## src/rtl/irq_stat_unit.sv

```systemverilog
module irq_stat_unit #(
  parameter int NSRC = 8,
  parameter int AW   = 2,
  parameter logic [AW-1:0] STAT_ADDR = AW'(1),
  parameter logic [AW-1:0] ENAB_ADDR = AW'(2)
) (
  input  logic            clk,
  input  logic            rst_n,
  input  logic [NSRC-1:0] cause_i,
  input  logic            reg_wr_i,
  input  logic [AW-1:0]   reg_addr_i,
  input  logic [NSRC-1:0] reg_wdata_i,
  output logic [NSRC-1:0] reg_rdata_o,
  output logic            irq_o
);

  logic [NSRC-1:0] stat_q, enab_q, clr;
  logic            stat_sel, enab_sel;

  assign stat_sel = reg_wr_i && (reg_addr_i == STAT_ADDR);
  assign enab_sel = reg_wr_i && (reg_addr_i == ENAB_ADDR);
  assign clr      = stat_sel ? reg_wdata_i : '0;

  always_ff @(posedge clk or negedge rst_n)
    if (!rst_n) stat_q <= '0;
    else        stat_q <= (stat_q & ~clr) | cause_i;

  always_ff @(posedge clk or negedge rst_n)
    if (!rst_n)        enab_q <= '0;
    else if (enab_sel) enab_q <= reg_wdata_i;

  always_ff @(posedge clk or negedge rst_n)
    if (!rst_n) irq_o <= 1'b0;
    else        irq_o <= |(stat_q & enab_q);

  always_comb
    case (reg_addr_i)
      STAT_ADDR: reg_rdata_o = stat_q;
      ENAB_ADDR: reg_rdata_o = enab_q;
      default:   reg_rdata_o = '0;
    endcase

endmodule


```

## config.mk

```make
export PLATFORM = sky130hd
export DESIGN_NAME = irq_stat_unit
export DESIGN_NICKNAME = d
export VERILOG_FILES = /design/src/rtl/irq_stat_unit.sv
export SDC_FILE = /design/constraint.sdc
export NUM_CORES = 1
export LEC_CHECK = 0
export ABC_AREA = 1
export ABC_CLOCK_PERIOD_IN_PS = 1090
export BUFFER_PORTS_ARGS = -buffer_cell sky130_fd_sc_hd__buf_2
export CORE_UTILIZATION = 52
export DETAILED_ROUTE_END_ITERATION = 8
export HOLD_SLACK_MARGIN = 0.12
export PLACE_DENSITY = 0.9
export SLEW_MARGIN = 10
export SYNTH_ARGS = -nofsm -noshare
export SYNTH_HDL_FRONTEND = slang
export SYNTH_SLANG_ARGS = --single-unit
```

## constraint.sdc

```tcl
create_clock -name clk -period 1.09 [get_ports clk]
set_input_delay 0 -clock clk [delete_from_list [all_inputs] [get_ports clk]]
set_output_delay 0 -clock clk [all_outputs]
set_load 0.005 [all_outputs]
```

== Yosys cells after proc, flatten, opt, wreduce, memory -nomap -nowiden ==
Index checks and enable logic that the tools add are counted.
W data, S select, Z words.

* Flip-flop bits (word level): 17
* Input bits: 21
* Output and inout port bits: 9
* Logic and storage cells: 14

* Equality and inequality tests: 2
* Multiplexer cells: 2
* Bitwise operators: 4
* Reduce and logical (&&, ||, !) cells: 3

{| class="wikitable"
|+ Operators with widths
! cell !! count
|-
| $and A8 B8 Y8 || 2
|-
| $pmux W8 S2 || 1
|-
| $mux W8 || 1
|-
| $not A8 Y8 || 1
|-
| $or A8 B8 Y8 || 1
|-
| $reduce_or A8 Y1 || 1
|-
| $eq A2 B1 Y1 const B || 1
|-
| $eq A2 B2 Y1 const B || 1
|-
| $logic_and A1 B1 Y1 || 2
|}

== Longest topological paths before layout ==
Gate-level depths: netlist of run 1.

* Depth after elaboration: 6
* Gate-level depth with buffers: 7
* Gate-level depth less buffers: 5

== Least setup slack after synthesis of run 1 ==
Ideal clock, no wire load.

* Path type: input -> register
* Start: input reg_addr_i[0]
* End: register enab_q[1]
* Library setup time: 74 ps
* Arrival time: 676 ps
* Required time: 1,016 ps
* Path slack: 340 ps
* Stages: 7
* Buffers on the path: 2
* Path through: inv_1 -> ha_1 -> buf_6 -> nand2_4 -> buf_6 -> nand2_1 -> o21ai_2

* Longest elaborated chain between the ends: 2

{| class="wikitable"
|+ RTL lines
! item !! RTL line !! text
|-
| start, declared || 11 || <nowiki>input logic [AW-1:0] reg_addr_i,</nowiki>
|-
| $eq A2 B2 Y1 || 21 || <nowiki>assign enab_sel = reg_wr_i && (reg_addr_i == ENAB_ADDR);</nowiki>
|-
| $logic_and A1 B1 Y1 || 21 ||
|-
| end signal, assigned || 30 || <nowiki>else if (enab_sel) enab_q <= reg_wdata_i;</nowiki>
|-
| end, declared || 17 || <nowiki>logic [NSRC-1:0] stat_q, enab_q, clr;</nowiki>
|}

No other way between the ends.
A chain may end at the register's enable or synchronous reset.

== Final worst setup path of run 1 ==
* Start: register stat_q[6]
* End: output reg_rdata_o[6]

* Longest elaborated chain between the ends: 1

{| class="wikitable"
|+ RTL lines
! item !! RTL line !! text
|-
| start, declared || 17 ||
|-
| start signal, assigned || 26 || <nowiki>else stat_q <= (stat_q & ~clr) | cause_i;</nowiki>
|-
| $pmux W8 S2 || 37 || <nowiki>case (reg_addr_i)</nowiki>
|-
| end, declared || 13 || <nowiki>output logic [NSRC-1:0] reg_rdata_o,</nowiki>
|}

No other way between the ends.

==> results of run 1 <==
==> registers in the layout, indices dropped and copies added, names as in the netlist <==
name,count
enab_q,8
irq_o,1
stat_q,8
==> per-layer routing <==
layer	share of wire	track usage	up-vias	wire, um
met5	0	0	-	0
met4	0.025	0.113	0	53
met3	0.045	0.0375	7	95
met2	0.52	0.461	34	1090
met1	0.41	0.289	424	875
li1	-	-	446	-
==> synthesized netlist by cell type (all sizes together) <==
library cell	count
a21oi	8
buf	3
clkbuf	1
dfrtp	17
ha	2
inv	18
nand2	47
nor2	2
o21ai	16
==> report_power, final <==
part           switching [W]  internal (W)
sequential         0.0000478      0.000691
clock               0.000192      0.000142
combinational       0.000172      0.000172
total               0.000411       0.00101
==> layout make-up <==
class	instances	area (sq um)
repair buffers	50	348
fillers	112	299
clock buffers	4	26.3
multi-input cells	75	373
flip-flops and latches	17	425
inverters	18	67.6
well taps	16	20.0
==> cell usage in the layout, fill, tap and decap left out <==
cell,n
dlygate4sd3_1,18
buf_2,29
inv_1,18
nand2_1,45
ha_1,2
nor2_1,2
nand2_4,1
o21ai_0,8
buf_4,3
a21oi_2,1
nand2_2,1
clkbuf_1,1
a21oi_1,7
clkbuf_4,3
dfrtp_1,17
o21ai_2,8
==> what timing repair did <==
| action | 4_1_cts | 5_1_grt |
|---|---|---|
| hold endpoints to repair | 33 | 0 |
| hold buffers | 18 | 0 |
| gates resized for setup | 0 | 1 |
| endpoints found under the setup margin | 0 | 1 |
==> kinds of logic (layout without fill, tap and decap cells) <==
family | count (synthesis) | in the layout | synth area share
buf+inv | 22 | 72 | 0.113
flops | 17 | 17 | 0.475
compound gates | 24 | 24 | 0.168
simple gates | 49 | 49 | 0.216
fa+ha+maj | 2 | 2 | 0.0279
==> metrics by stage <==
stage | hold slack (ns) | power, W | std cells | TNS (ns) | setup WS, ns
final | 0.144 | 0.00142 | 180 | 0 | 0.0498
after global routing | 0.194 | 0.00151 | 180 | -0.0135 | -0.0135
after CTS | 0.156 | 0.00142 | 180 | 0 | 0.0587
after detailed placement | -0.0583 | 0.00104 | 158 | 0 | 0.106
after global placement | -0.0660 | 0.00102 | 158 | 0 | 0.203
after floorplan | -0.296 | 0.000924 | 114 | 0 | 0.340
==> worst max-delay path: stages, from the launching register on <==
cell	delay, ns
dfrtp_1	0.39
nand2_1	0.09
a21oi_2	0.15
buf_2	0.13
==> path summary, 6_finish.rpt <==
check,startpoint,to,slack (ns)
hold / removal,rst_n,enab_q[0]$_DFFE_PN0P_,0.14
hold reg to reg,enab_q[4]$_DFFE_PN0P_,enab_q[4]$_DFFE_PN0P_,0.52
setup reg to reg,enab_q[0]$_DFFE_PN0P_,irq_o$_DFF_PN0_,0.29
min in group clk,reg_addr_i[0],stat_q[0]$_DFF_PN0_,0.40
setup / recovery,stat_q[6]$_DFF_PN0_,reg_rdata_o[6],0.05
max in group asynchronous,rst_n,enab_q[5]$_DFFE_PN0P_,0.67
==> results.py, run 1 <==
metrics = {
    "yosys": {
        "netlist_instances": 114,
        "syn_area_sq_um": 896,
        "synth.top_cell.area_share": 0.475,
        "yosys.area.top_type": "dfrtp_1",
        "synthTopCellsByArea": "dfrtp_1 (47%), nand2_1 (19%), o21ai_2 (7.8%)",
        "yosysSeqAreaShare": 0.475,
        "ys_types": 13,
        "ys_ff_latch": 17,
        "synth_nets": 137,
        "avgSynthCellArea_sq_um": 7.86,
        "yosys_warnings": 0,
    },
    "routing": {
        "dr_total_vias": 911,
        "postRouteAntennaNets": 0,
        "routed_via_density": 5.06,
        "drtIter0Drc": 21,
        "first_pass_iters": 6,
        "drt_wl_total_um": 2110,
        "wl_per_cell_um": 11.7,
        "drc": 6,
    },
    "clock_network": {
        "clk_path_buf_depth": 2,
        "numCtsBuffers": 3,
        "tritoncts": "done",
        "path_clk_slew_ns": 0.10,
        "clk_latency_ns": 0.29,
        "root_buffer": "clkbuf_4",
        "post_cts_buffers": 0,
        "clock_sinks": 17,
        "htreeDepth": 1,
    },
    "job": {
        "drv_cap": 0,
    },
    "worst_setup_path": {
        "cp-end-kind": "output pin",
        "crit_fanout": 3,
        "crit_path_start_kind": "flop",
        "ff2ff_path_depth": 4,
        "cp_data_arrival_time_ns": 1.04,
        "crit_type": "reg -> out",
        "crit_required_ns": 1.09,
    },
    "finish": {
        "n_antenna_cell": 0,
        "utilization": 0.808,
        "area_growth_pct": 40.6,
        "design_area_sq_um": 1260,
        "drive_gt1_frac": 0.280,
        "nNetsFinal": 188,
    },
    "sta": {
        "relSlewSlack": 0.751,
        "finalHoldViolations": 0,
        "min_period_ns": 1.04,
        "drv_slew": 0,
        "fmax_mhz": 961,
        "skew_ns": 0.00553,
        "tightest_slew_ns": 0.374,
        "setup_viol": 0,
        "period_share": 0.954,
    },
    "global_routing": {
        "grt_overflow": 0,
        "grt_pass1_vias": 854,
        "grt_max_degree": 18,
        "grt.total_usage": 0.252,
        "grt_pass1_wl_um": 3470,
        "antenna_found_initial": 0,
    },
    "power_and_ir_drop": {
        "p_per_area_nw_per_um2": 1120,
        "irDropWorstVdd_uv": 784,
        "power_leakage_nw": 0.671,
    },
    "die": {
        "rows": 14,
        "boundaryPins": 30,
        "die_w_um": 43.5,
        "dieArea_sq_um": 1890,
        "fp.dieH_um": 43.5,
        "core_sq_um": 1560,
        "initial_core_util": 0.575,
    },
    "place": {
        "hpwl_um": 1400,
        "dpl_cell_area_sq_um": 1050,
        "io_buffers": 29,
        "gp_congestion": 0.797,
    },
    "outcome": {
        "status": "complete, but fails checks",
        "violations": "design-rule violations",
    },
    "min_path": {
        "min-delay-path-class": "in -> async",
    },
}
(Power assumes the default switching activity.)
==> inputs of run 2 (changes only) <==
--- a/config.mk
+++ b/config.mk
@@ -5,13 +5,12 @@
 export SDC_FILE = /design/constraint.sdc
 export NUM_CORES = 1
 export LEC_CHECK = 0
-export ABC_AREA = 1
 export ABC_CLOCK_PERIOD_IN_PS = 1090
 export BUFFER_PORTS_ARGS = -buffer_cell sky130_fd_sc_hd__buf_2
-export CORE_UTILIZATION = 52
+export CORE_UTILIZATION = 51
 export DETAILED_ROUTE_END_ITERATION = 8
 export HOLD_SLACK_MARGIN = 0.12
-export PLACE_DENSITY = 0.9
+export PLACE_DENSITY = 0.89
 export SLEW_MARGIN = 10
 export SYNTH_ARGS = -nofsm -noshare
 export SYNTH_HDL_FRONTEND = slang
==> run 2 against run 1 <==
The flow now finishes without violations. Combinational power increased by 20%. Final cell count is 22% lower. Flip-flop and latch count is the same. Clock skew increased by 0.00057 ns. Largest power group unchanged. Largest cell class unchanged. First-iteration DRC count shrank 24%.
==> results.py, run 2 <==
metrics = {
    "finish": {
        "final_cell_mix": "buf_2 (29), dfrtp_1 (17), dlygate4sd3_1 (17)",
        "reg_top3": "enab_q (8), stat_q (8), irq_o (1)",
        "layout_commonest_cell": "buf_2",
        "area_growth_pct": 44.7,
        "drive_gt1_frac": 0.419,
        "design_area_sq_um": 1260,
        "n_antenna_cell": 0,
        "regArea_sq_um": 425,
        "nNetsFinal": 148,
        "multiInputGateArea_sq_um": 412,
        "fill_cells": 101,
        "fin_cells": 140,
    },
    "sta": {
        "tightest_slew_ns": 0.379,
        "setup_viol": 0,
        "drv_slew": 0,
        "fmax_mhz": 930,
        "relSlewSlack": 0.747,
        "grt_setup_unrepaired": "yes",
        "min_period_ns": 1.08,
        "skew_ns": 0.00610,
        "finalHoldViolations": 0,
        "hold_ws_ns": 0.138,
        "period_share": 0.987,
    },
    "yosys": {
        "muxShareOfSynthArea": 0.138,
        "netlist_top_cells_count": "dfrtp_1 (17), a22oi_1 (12)",
        "synthAdderAreaFrac": 0.0288,
        "synthTopCellsByArea": "dfrtp_1 (49%), mux2_4 (14%), a22oi_1 (10%)",
        "synth_async_sr_flop_share": 1.00,
        "synth_top_family_by_area": "compound AO/OA/AOI/OAI gates",
        "yosys.area.top_type": "dfrtp_1",
        "synthFlopType": "dfrtp_1",
        "ys_ff_latch": 17,
        "ys_types": 13,
        "netlist_instances": 72,
        "yosys_warnings": 0,
        "synth_edf_count": 0,
        "yosys.cell_count.top_type": "dfrtp_1",
        "synth_compound_area_frac": 0.173,
        "avgSynthCellArea_sq_um": 12.1,
        "synth_nets": 95,
        "synth.top_cell.area_share": 0.489,
        "syn_area_sq_um": 870,
        "synth_xor_xnor_area_share": 0,
        "yosys.area_share.simple": 0.111,
        "yosysSeqAreaShare": 0.489,
    },
    "routing": {
        "drtIter0Drc": 16,
        "routed_via_density": 5.67,
        "drc": 0,
        "postRouteAntennaNets": 0,
        "first_pass_iters": 4,
        "wl_per_cell_um": 15.2,
        "drt_wl_total_um": 2130,
        "dr_total_vias": 794,
    },
    "die": {
        "boundaryPins": 30,
        "die_w_um": 43.3,
        "initial_core_util": 0.564,
        "rows": 14,
        "dieArea_sq_um": 1870,
        "core_sq_um": 1540,
        "fp.dieH_um": 43.3,
    },
    "place": {
        "io_buffers": 29,
        "gp_congestion": 0.790,
        "dpl_cell_area_sq_um": 1000,
        "placedCellCount": 114,
        "hpwl_um": 1350,
    },
    "global_routing": {
        "antenna_found_initial": 0,
        "grt_max_degree": 18,
        "grt_overflow": 0,
        "grt.total_usage": 0.265,
        "grt_pass1_vias": 770,
        "grt_pass1_wl_um": 3530,
    },
    "power_and_ir_drop": {
        "p_per_area_nw_per_um2": 1190,
        "pwr-share-clk": 0.220,
        "power_switching_w": 0.000400,
        "irDropWorstVdd_uv": 970,
        "p_sw_frac": 0.268,
        "seqPwrFrac": 0.505,
        "p_int_w": 0.00109,
        "power_leakage_nw": 0.595,
        "p_comb_frac": 0.275,
    },
    "worst_setup_path": {
        "crit_path_start_kind": "flop",
        "max_stage_delay_ns": 0.42,
        "crit_fanout": 3,
        "cp_num_buf_inv": 1,
        "worstPathCellList": "a22oi_2 > nor2_1 > buf_2",
        "cp-end-kind": "output pin",
        "path_delay_family": "flip-flops",
        "crit_required_ns": 1.09,
        "crit_slowest_cell": "dfrtp_1",
        "crit_type": "reg -> out",
        "rrSetupSlack_ns": 0.11,
        "cp_data_arrival_time_ns": 1.08,
    },
    "clock_network": {
        "path_clk_slew_ns": 0.10,
        "htreeDepth": 1,
        "clk_path_buf_depth": 2,
        "clock_sinks": 17,
        "numCtsBuffers": 3,
        "clk_latency_ns": 0.29,
        "root_buffer": "clkbuf_4",
        "tritoncts": "done",
    },
    "job": {
        "drv_cap": 0,
    },
    "min_path": {
        "min-delay-path-class": "in -> reg",
    },
    "outcome": {
        "status": "completed",
    },
}
[run 2: cell types whose count changed in the layout (fill, tap and decap cells not counted), moves of 7 or more]
cell,previous run,this run
o21ai_0,8,0
inv_1,18,2
nand2_1,45,0
a22oi_1,0,8
a21o_1,0,8
o21ai_2,8,0
mux2_4,0,8
nand3_1,0,8
a21oi_1,7,0
[run 2: through the flow]
step                      setup TNS [ns]  utilization  total power [W]  setup slack, ns
after global routing              -0.141        0.817          0.00157          -0.0479
after detailed placement               0        0.652          0.00107           0.0676
after CTS                              0        0.779          0.00144          0.00350
after floorplan                        0            -         0.000954            0.232
final                                  0        0.817          0.00149           0.0144
after global placement                 0        0.652          0.00105            0.140
[run 2: power by group through the flow]
stage / Combinational (W) / Clock [W] / Sequential [W]
6_report: 0.000410 / 0.000329 / 0.000755
3_3_place_gp: 0.000288 / 0 / 0.000761
5_1_grt: 0.000446 / 0.000366 / 0.000762
2_1_floorplan: 0.000204 / 0 / 0.000750
4_1_cts: 0.000348 / 0.000341 / 0.000755
3_5_place_dp: 0.000302 / 0 / 0.000766
[run 2: cell families (layout without fill, tap and decap cells)]
logic type,count (synthesis),count (layout)
adder cells (fa/ha/maj),2,2
AO/OA/AOI/OAI,20,20
flip-flops,17,17
buffers and inverters,7,59
multiplexers,8,8
AND/OR/NAND/NOR,18,18
[run 2: worst reg2reg max path, cell delays in order, from the launching register on]
cell	delay [ns]
dfrtp_1	0.40
buf_4	0.14
a22oi_1	0.21
nand4_1	0.11
[run 2: timing repair]
item                       CTS  global route
setup endpoints to repair    0             8
hold endpoints to repair    33             0
hold buffers                17             0
setup buffers                0             5
resized for setup            0             4
[run 2: final cells by class]
cell class | count | area share
Multi-Input combinational cell | 48 | 0.327
Tap cell | 16 | 0.0159
Timing Repair Buffer | 53 | 0.292
Sequential cell | 17 | 0.338
Clock buffer | 4 | 0.0209
Inverter | 2 | 0.00596
[run 2: worst paths after layout]
check,from,end,depth (start not counted)
min in group asynchronous,rst_n,irq_o$_DFF_PN0_,2
setup reg to reg,enab_q[1]$_DFFE_PN0P_,irq_o$_DFF_PN0_,3
hold reg to reg,stat_q[2]$_DFF_PN0_,stat_q[2]$_DFF_PN0_,1
setup / recovery,stat_q[4]$_DFF_PN0_,reg_rdata_o[4],3
hold / removal,reg_wr_i,stat_q[1]$_DFF_PN0_,3
max in group asynchronous,rst_n,enab_q[7]$_DFFE_PN0P_,2
[run 2: metal layers]
metal,part of all wire,global-route usage
met5,0,0
met4,0.025,0.139
met3,0.067,0.0468
met2,0.49,0.433
met1,0.41,0.330
